### config.mk
export PLATFORM = sky130hd
export DESIGN_NAME = demo_state_selector
export DESIGN_NICKNAME = d
export VERILOG_FILES = /design/src/rtl/dss_pkg.sv /design/src/rtl/dss_sync.sv /design/src/rtl/dss_target.sv /design/src/rtl/dss_core.sv /design/src/rtl/demo_state_selector.sv
export SDC_FILE = /design/constraint.sdc
export NUM_CORES = 1
export LEC_CHECK = 0
export ABC_AREA = 1
export BUFFER_PORTS_ARGS = -buffer_cell sky130_fd_sc_hd__buf_2
export CAP_MARGIN = 20
export CORE_MARGIN = 2
export CORE_UTILIZATION = 45
export DETAILED_ROUTE_END_ITERATION = 10
export SLEW_MARGIN = 10
export SYNTH_ARGS = -nofsm -noshare
export SYNTH_HDL_FRONTEND = slang
export SYNTH_SLANG_ARGS = --single-unit
### constraint.sdc
create_clock -name clk -period 2.3 [get_ports clk]
set_clock_uncertainty 0.05 [all_clocks]
set_input_delay 0.115 -clock clk [delete_from_list [all_inputs] [get_ports clk]]
set_output_delay 0.115 -clock clk [all_outputs]
set_load 0.1 [all_outputs]
### src/rtl/dss_pkg.sv
package dss_pkg;
   localparam int unsigned STATE_W = 3;
   typedef logic [STATE_W-1:0] dss_state_t;

   localparam dss_state_t ST_INIT  = 3'd0;
   localparam dss_state_t ST_READY = 3'd1;
   localparam dss_state_t ST_HIB   = 3'd6;

   localparam int unsigned EVT_W = 3;
   typedef struct packed {
      logic commit;
      logic inc;
      logic dec;
   } dss_evt_t;
endpackage

### src/rtl/dss_sync.sv
module dss_sync #(
   parameter int unsigned W           = 1,
   parameter int unsigned STAGES      = 2,
   parameter bit          EDGE_DETECT = 1'b1
) (
   input  logic         clk,
   input  logic         rst_n,
   input  logic [W-1:0] d_i,
   output logic [W-1:0] q_o
);
   if (STAGES < 2) begin : g_bad_stages
      $error("dss_sync: STAGES must be at least 2");
   end
   if (W < 1) begin : g_bad_width
      $error("dss_sync: W must be at least 1");
   end

   logic [W-1:0] stg_q [STAGES];

   always_ff @(posedge clk or negedge rst_n) begin
      if (!rst_n) begin
         for (int i = 0; i < STAGES; i++) stg_q[i] <= '0;
      end else begin
         stg_q[0] <= d_i;
         for (int i = 1; i < STAGES; i++) stg_q[i] <= stg_q[i-1];
      end
   end

   if (EDGE_DETECT) begin : g_edge
      logic [W-1:0] prev_q;
      always_ff @(posedge clk or negedge rst_n) begin
         if (!rst_n) prev_q <= '0;
         else        prev_q <= stg_q[STAGES-1];
      end
      assign q_o = stg_q[STAGES-1] & ~prev_q;

      for (genvar b = 0; b < W; b++) begin : g_chk
         AST_EDGE_SINGLE: assert property (@(posedge clk) disable iff (!rst_n)
            q_o[b] |=> !q_o[b]);
      end
   end else begin : g_level
      assign q_o = stg_q[STAGES-1];
   end
endmodule

### src/rtl/dss_target.sv
module dss_target
   import dss_pkg::*;
#(
   parameter int unsigned ROT_W = 4
) (
   input  logic             clk,
   input  logic             rst_n,
   input  dss_state_t       cur_i,
   input  dss_evt_t         evt_i,
   input  logic [ROT_W-1:0] rot_i,
   input  logic             rotary_mode_i,
   output dss_state_t       nxt_o
);
   if (ROT_W < STATE_W) begin : g_bad_rot
      $error("dss_target: ROT_W must cover the state width");
   end

   function automatic dss_state_t fold_code(input logic [ROT_W-1:0] code);
      if (code == '0 || code > ROT_W'(ST_HIB)) return ST_HIB;
      else                                     return code[STATE_W-1:0];
   endfunction

   dss_state_t up_s, down_s;

   always_comb begin
      up_s   = (cur_i >= ST_HIB)   ? ST_HIB   : cur_i + 3'd1;
      down_s = (cur_i <= ST_READY) ? ST_READY : cur_i - 3'd1;
   end

   always_comb begin
      nxt_o = cur_i;
      if (cur_i != ST_INIT) begin
         if (rotary_mode_i) begin
            if (evt_i.commit) nxt_o = fold_code(rot_i);
         end else begin
            if (evt_i.inc)      nxt_o = up_s;
            else if (evt_i.dec) nxt_o = down_s;
         end
      end
   end

   AST_FOLD_RANGE: assert property (@(posedge clk) disable iff (!rst_n)
      (rotary_mode_i && evt_i.commit && cur_i != ST_INIT)
         |-> (nxt_o >= ST_READY && nxt_o <= ST_HIB));
   AST_BTN_STEP: assert property (@(posedge clk) disable iff (!rst_n)
      (!rotary_mode_i && cur_i != ST_INIT)
         |-> (nxt_o == cur_i || nxt_o == cur_i + 3'd1 || nxt_o == cur_i - 3'd1));
   AST_IDLE_HOLD: assert property (@(posedge clk) disable iff (!rst_n)
      (evt_i == '0) |-> (nxt_o == cur_i));
endmodule

### src/rtl/dss_core.sv
module dss_core
   import dss_pkg::*;
#(
   parameter int unsigned INIT_CYCLES = 4
) (
   input  logic       clk,
   input  logic       rst_n,
   input  dss_state_t nxt_i,
   input  logic       cfg_rotary_i,
   output dss_state_t state_o,
   output logic       chg_o,
   output logic       mode_o
);
   if (INIT_CYCLES < 1) begin : g_bad_init
      $error("dss_core: INIT_CYCLES must be at least 1");
   end

   localparam int unsigned CNT_W = (INIT_CYCLES > 1) ? $clog2(INIT_CYCLES) : 1;
   localparam logic [CNT_W-1:0] CNT_LAST = CNT_W'(INIT_CYCLES - 1);

   dss_state_t       state_q;
   logic             chg_q;
   logic             mode_q;
   logic [CNT_W-1:0] cnt_q;

   always_ff @(posedge clk or negedge rst_n) begin
      if (!rst_n) begin
         state_q <= ST_INIT;
         chg_q   <= 1'b0;
         cnt_q   <= '0;
      end else if (state_q == ST_INIT) begin
         if (cnt_q == CNT_LAST) begin
            state_q <= ST_READY;
            chg_q   <= 1'b1;
         end else begin
            cnt_q   <= cnt_q + 1'b1;
            chg_q   <= 1'b0;
         end
      end else begin
         state_q <= nxt_i;
         chg_q   <= (nxt_i != state_q);
      end
   end

   always_ff @(posedge clk or negedge rst_n) begin
      if (!rst_n) mode_q <= 1'b0;
      else        mode_q <= cfg_rotary_i;
   end

   assign state_o = state_q;
   assign chg_o   = chg_q;
   assign mode_o  = mode_q;

   AST_INIT_EXIT: assert property (@(posedge clk) disable iff (!rst_n)
      (state_q == ST_INIT) |=> (state_q == ST_INIT || state_q == ST_READY));
   AST_NO_REENTER: assert property (@(posedge clk) disable iff (!rst_n)
      (state_q != ST_INIT) |=> (state_q != ST_INIT));
   AST_CHG_REAL: assert property (@(posedge clk) disable iff (!rst_n)
      chg_q |-> (state_q != $past(state_q)));
   AST_CHG_QUIET: assert property (@(posedge clk) disable iff (!rst_n)
      !chg_q |-> $stable(state_q));
   AST_STATE_RANGE: assert property (@(posedge clk) disable iff (!rst_n)
      state_q <= ST_HIB);
endmodule

### src/rtl/demo_state_selector.sv
module demo_state_selector
   import dss_pkg::*;
#(
   parameter int unsigned SYNC_STAGES = 2,
   parameter int unsigned INIT_CYCLES = 4,
   parameter int unsigned ROT_W       = 4
) (
   input  logic             clk,
   input  logic             rst_n,
   input  logic             btn_inc_i,
   input  logic             btn_dec_i,
   input  logic             btn_commit_i,
   input  logic [ROT_W-1:0] rot_code_i,
   input  logic             cfg_rotary_i,
   output logic [2:0]       state_o,
   output logic             state_chg_o,
   output logic             mode_rotary_o
);
   dss_evt_t         evt_s;
   logic [EVT_W-1:0] evt_raw, evt_edge;
   logic [ROT_W-1:0] rot_s;
   dss_state_t       cur_s, nxt_s;
   logic             mode_s;

   assign evt_raw = {btn_commit_i, btn_inc_i, btn_dec_i};
   assign evt_s   = dss_evt_t'(evt_edge);

   dss_sync #(.W(EVT_W), .STAGES(SYNC_STAGES), .EDGE_DETECT(1'b1)) u_btn_sync (
      .clk(clk), .rst_n(rst_n), .d_i(evt_raw), .q_o(evt_edge));

   dss_sync #(.W(ROT_W), .STAGES(SYNC_STAGES), .EDGE_DETECT(1'b0)) u_rot_sync (
      .clk(clk), .rst_n(rst_n), .d_i(rot_code_i), .q_o(rot_s));

   dss_target #(.ROT_W(ROT_W)) u_target (
      .clk(clk), .rst_n(rst_n), .cur_i(cur_s), .evt_i(evt_s), .rot_i(rot_s),
      .rotary_mode_i(mode_s), .nxt_o(nxt_s));

   dss_core #(.INIT_CYCLES(INIT_CYCLES)) u_core (
      .clk(clk), .rst_n(rst_n), .nxt_i(nxt_s), .cfg_rotary_i(cfg_rotary_i),
      .state_o(cur_s), .chg_o(state_chg_o), .mode_o(mode_s));

   assign state_o       = cur_s;
   assign mode_rotary_o = mode_s;
endmodule

==> results.cfg, run 1 <==
[global_route]
grt_max_degree = 25
grt_use_met2_pct = 27.51
antenna_found_initial = 0
overflow = 0
grt_pass1_wl_um = 3325
use_met3_pct = 3.552
grt_pass1_vias = 787
grt_usage_pct = 16.31
top_usage_layer = met2
gr-usage-met1_pct = 19.47

[clock_tree]
numCtsBuffers = 3
insertion_delay_ns = 0.31
hold_buffers = 9
cts_resized = 0
clockBufferDepth = 2
clk_pin_slew_worst_paths_ns = 0.13
clock-sinks = 24
h-tree-depth = 1
cts_tree = done
cts_setup_buffers = 0
cts-root-buf = clkbuf_4

[power_and_ir_drop]
p_per_area_mw_per_mm2 = 1146
seqPwrFrac_pct = 34.9
p_sw_mw = 0.7284
clockPowerShare_pct = 19.0
power_frac_comb_pct = 46.1
power_leakage_nw = 0.6956
intPower_mw = 0.8489
ir_drop_mv = 0.7729
sw_frac_of_total_pct = 46.18

[cells_and_area]
nets = 166
syn_to_final_growth_pct = 21.28
instances_no_fill = 179
seq_area_um2 = 603.1
fill_cells = 216
multi_input_area_um2 = 456.7
drive_gt1_share_pct = 24.16
antenna_cells = 0

[routing]
ant_nets = 0
drtIter0Drc = 23
wire_per_inst_um = 11.22
vias = 854
drtPass1Iterations = 4
post-route-drc-count = 0
routed_wl_um = 2008
via_per_inst = 4.771

[synthesis]
synth_most_common_cell = nand2_1
ys_warn_count = 0
synth_cells = 123
synth_top_area_share_pct = 52.92
ys_types = 23
synthTopCellsByCount = 29 x nand2_1, 24 x dfrtp_1, 12 x inv_1, 12 x nor2_1, 8 x nand3_1
synth_edf_count = 0
syn_avg_cell_area_um2 = 9.226
ys_ff_latch = 24
seq_area_frac_synth_pct = 52.92
synthTopCellsByArea = dfrtp_1 53%, nand2_1 9.6%, ha_1 6.6%
syn_nets = 139
yosysTopAreaCell = dfrtp_1
synth_area_mm2 = 0.001135
async_flop_share_pct = 100.0
ys.flop_type = dfrtp_1

[die]
dieHeight_um = 54.22
ios = 15
rows = 18
dieArea_mm2 = 0.002940
die_w_um = 54.22
coreArea_mm2 = 0.002432
initial_core_util_pct = 46.66

[placed_design]
gp_routability_congestion = 0.8228
dp.cells = 166
dpl.hpwl_um = 1497
io_buffers = 14

[min_path]
hp-class = input port to asynchronous set/reset pin

[critical_path]
endpoint_kind = flop
path_max_fanout = 9
cp.required_ns = 2.46
worstPathArrival_ns = 2.07
cp-start-kind = flop
criticalPathCategory = flop to flop

[sta]
worst_pin_slew_ns = 0.5028
min_period_over_period_pct = 83.01
setup_tns_ns = 0
finalHoldViolations = 0
finalCriticalPeriod_ns = 1.909
slew_headroom_pct = 66.48
fmax_mhz = 523.8
finalMaxSlewViolations = 0
rsz0062_at_grt = false
finalSetupViolCount = 0

[run_status]
outcome = finished clean

[run]
cap_violations = 0
[sequential cells by signal, summed over array words and instances (netlist names)]
| signal | cells |
|---|---|
| u_rot_sync.stg_q | 4 |
| u_rot_sync.q_o | 4 |
| u_btn_sync.stg_q | 6 |
| u_btn_sync.g_edge.prev_q | 3 |
| u_core.mode_o | 1 |
| u_core.state_o | 3 |
| u_core.cnt_q | 2 |
| u_core.chg_o | 1 |
[metrics by stage]
step | setup WS, ns | total power, mW | area (µm²) | util, % | hold WS [ns]
3_3_place_gp | 0.5781 | 1.261 | 1234 | 50.72 | 0.06679
4_1_cts | 0.4216 | 1.591 | 1376 | 56.58 | 0.2534
2_1_floorplan | 0.1862 | 1.162 | 1137 | - | -0.2306
6_report | 0.3908 | 1.577 | 1376 | 56.58 | 0.2338
5_1_grt | 0.1702 | 1.692 | 1376 | 56.58 | 0.2706
3_5_place_dp | 0.4522 | 1.278 | 1234 | 50.72 | 0.07189
[power by group through the flow]
stage          registers, mW  clock network (mW)  logic (mW)
2_1_floorplan          0.757                   0       0.405
3_3_place_gp           0.554                   0       0.707
3_5_place_dp           0.561                   0       0.717
4_1_cts                0.552               0.308       0.732
5_1_grt                0.564               0.329       0.799
6_report               0.551               0.299       0.728
[routing by layer]
metal  vias to the layer above  share of wire (%)  routed length (µm)
met3                         2                4.1                  83
met2                        24                 50                 998
met4                         0               0.65                  13
met1                       390                 45                 912
met5                         -                  0                   0
li1                        438                  -                   -
[critical path, stage by stage, from the launching register on]
cell and delay, ns:
dfrtp_2 0.49, inv_1 0.18, ha_1 0.27, nor3_1 0.26, a21oi_2 0.08, nand2_1 0.08, nand2_1 0.09, nand3_1 0.08
nand2_1 0.06, nor2_1 0.09, nand3_1 0.07
[kinds of logic (layout without fill, tap and decap cells)]
logic type | after synthesis | after routing | share of synthesized area (%)
fa+ha+maj | 6 | 6 | 6.615
xor+xnor | 2 | 2 | 1.544
flops | 24 | 24 | 52.92
simple gates | 61 | 61 | 24.92
compound gates | 12 | 12 | 7.167
buf+inv | 18 | 44 | 6.835
[placed cells by master, fill, tap and decap left out]
cell type,instances
inv_2,4
a21oi_1,7
dfrtp_2,2
nor2_4,1
xnor2_1,1
clkbuf_4,3
nand4_1,2
nand2_1,29
inv_4,1
o21ai_0,1
bufinv_16,1
a21oi_4,1
inv_1,12
dlygate4sd3_1,9
ha_1,6
nand3_1,8
dfrtp_1,22
nand2_2,5
nand2_4,1
nor2_1,12
nor3_1,1
a22oi_1,1
nand3_2,1
nand3b_1,1
a21oi_2,2
xor2_1,1
buf_2,14
[path summary, 6_finish.rpt]
kind | depth (start not counted) | slack [ns] | end | startpoint
max | 10 | 0.39 | u_core.chg_o | u_core.state_o[1]
min | 2 | 0.23 | u_btn_sync.stg_q[2] | rst_n
max reg2reg | 10 | 0.39 | u_core.chg_o | u_core.state_o[1]
min reg2reg | 0 | 0.31 | u_rot_sync.q_o[0] | u_rot_sync.stg_q[4]
max in group asynchronous | 2 | 1.60 | u_core.state_o[1] | rst_n
min in group clk | 0 | 0.31 | u_rot_sync.q_o[0] | u_rot_sync.stg_q[4]
[layout make-up]
class	count	area share [%]
clock inverters	1	2.182
repair buffers	23	11.64
inverters	17	4.818
multi-input cells	81	33.18
flip-flops and latches	24	43.82
well taps	30	2.727
clock buffers	3	1.636
Power figures use the tool's default switching activity.
==> inputs of run 2 (changes only) <==
clock period = 1.9 ns   (was 2.3 ns; I/O delays follow)
==> run 2 against run 1 <==
Maximum frequency increased by 7.8%. Combinational power grew 31%. Core utilization increased by 1.5 points. Power is 26% higher. Sequential share of layout area decreased by 0.63 points. Sequential power rose by 22%. Clock-buffer cell count stayed put. Global-route usage about the same. First-iteration DRC count shrank 52%. Critical path type unchanged. Highest routed layer unchanged.
==> results.cfg, run 2 (same netlist as run 1, synthesis figures left out) <==
[run_status]
outcome = finished clean

[critical_path]
slowest_delay_ns = 0.55
path_delay_family = simple AND/OR/NAND/NOR gates
worstPathArrival_ns = 1.94
cp_num_buf_inv = 1
cp.required_ns = 2.07
critPathSlowestCell = dfrtp_4
crit_chain = inv_6 > ha_1 > nor3_2 > a21oi_2 > nand2_1 > nand2_1 > nand3_1 > nand2_1 > nor2_1 > nand3_1
cpMostUsedCell = nand2_1
cp-start-kind = flop
path_max_fanout = 9
endpoint_kind = flop
criticalPathCategory = flop to flop

[cells_and_area]
final_common_cell = nand2_1
largest_reg_flops = 6
final_core_util_pct = 58.13
nets = 167
antenna_cells = 0
syn_to_final_growth_pct = 24.59
drive_gt1_share_pct = 27.33
regMostFlops = u_btn_sync.stg_q
final_cell_mix = 29 x nand2_1, 20 x dfrtp_1, 14 x buf_2, 12 x nor2_1, 11 x inv_1
instances_no_fill = 180
fill_cells = 218

[global_route]
grt_pass1_vias = 832
grt_usage_pct = 16.30
overflow = 0
antenna_found_initial = 0
grt_max_degree = 25
grt_pass1_wl_um = 3415

[placed_design]
dp.cells = 166
io_buffers = 14
dpl.hpwl_um = 1432
pre_cts_ws_ns = 0.1120
gp_routability_congestion = 0.7827

[routing]
met1Wirelength_um = 969
via_per_inst = 4.689
wire_per_inst_um = 11.13
wl_met3_um = 74
top_layer = met4
post-route-drc-count = 0
drtIter0Drc = 11
ant_nets = 0
drtPass1Iterations = 4
vias = 844
routed_wl_um = 2004
wl_met2_um = 940

[clock_tree]
numCtsBuffers = 3
cts-root-buf = clkbuf_4
clock-sinks = 24
clockBufferDepth = 2
cts_tree = done
clk_pin_slew_worst_paths_ns = 0.13
insertion_delay_ns = 0.31
h-tree-depth = 1

[die]
die_w_um = 54.22
rows = 18
initial_core_util_pct = 46.66
ios = 15
coreArea_mm2 = 0.002432
dieHeight_um = 54.22
dieArea_mm2 = 0.002940

[power_and_ir_drop]
ir_drop_mv = 1.000
power_leakage_nw = 0.7030
p_per_area_mw_per_mm2 = 1408

[sta]
min_period_over_period_pct = 93.18
finalSetupViolCount = 0
worst_pin_slew_ns = 0.5129
fmax_mhz = 564.9
finalHoldViolations = 0
rsz0062_at_grt = false
slew_headroom_pct = 65.81
finalMaxSlewViolations = 0
finalCriticalPeriod_ns = 1.770
setup_tns_ns = 0
setup_ws_ns = 0.1297

[run]
cap_violations = 0

[min_path]
hp-class = input port to asynchronous set/reset pin
[run 2: path summary, 6_finish.rpt]
check | start | endpoint | slack, ns | cells after the start
min in group clk | u_rot_sync.stg_q[4] | u_rot_sync.q_o[0] | 0.31 | 0
hold / removal | rst_n | u_btn_sync.stg_q[5] | 0.22 | 2
hold reg to reg | u_rot_sync.stg_q[4] | u_rot_sync.q_o[0] | 0.31 | 0
setup reg to reg | u_core.state_o[0] | u_core.chg_o | 0.13 | 10
max in group asynchronous | rst_n | u_core.state_o[1] | 1.18 | 2
setup / recovery | u_core.state_o[0] | u_core.chg_o | 0.13 | 10
[run 2: layout make-up]
class                           count  area, µm²  area share [%]
Clock buffer                        3      22.52           1.593
Tap cell                           30      37.54           2.655
Sequential cell                    24      610.6           43.19
Clock inverter                      1      30.03           2.124
Multi-Input combinational cell     81      461.7           32.65
Timing Repair Buffer               24      180.2           12.74
Inverter                           17      71.32           5.044
[run 2: metrics by stage]
stage / total power, mW / hold slack, ns / area, µm²
floorplan: 1.428 / -0.2506 / 1147
global placement: 1.550 / 0.05166 / 1244
detailed placement: 1.562 / 0.05239 / 1244
CTS: 1.942 / 0.2493 / 1386
global route: 2.132 / 0.2643 / 1414
finish: 1.991 / 0.2237 / 1414
[run 2: where the power goes]
group	total [mW]	switching [mW]	internal [mW]
clock	0.365	0.152	0.213
sequential	0.674	0.0908	0.583
combinational	0.952	0.662	0.290
total	1.99	0.905	1.09
[run 2: layer usage]
layer / GRT usage (%) / vias up
met5: 0 / -
met4: 5.417 / 0
met3: 4.372 / 2
met2: 28.71 / 13
met1: 19.08 / 389
li1: - / 440
[run 2: what timing repair did]
action,in CTS,in global routing
setup endpoints to repair,0,1
resized for setup,0,2
hold buffers,9,0
hold endpoints to repair,32,0
buffers inserted,0,1
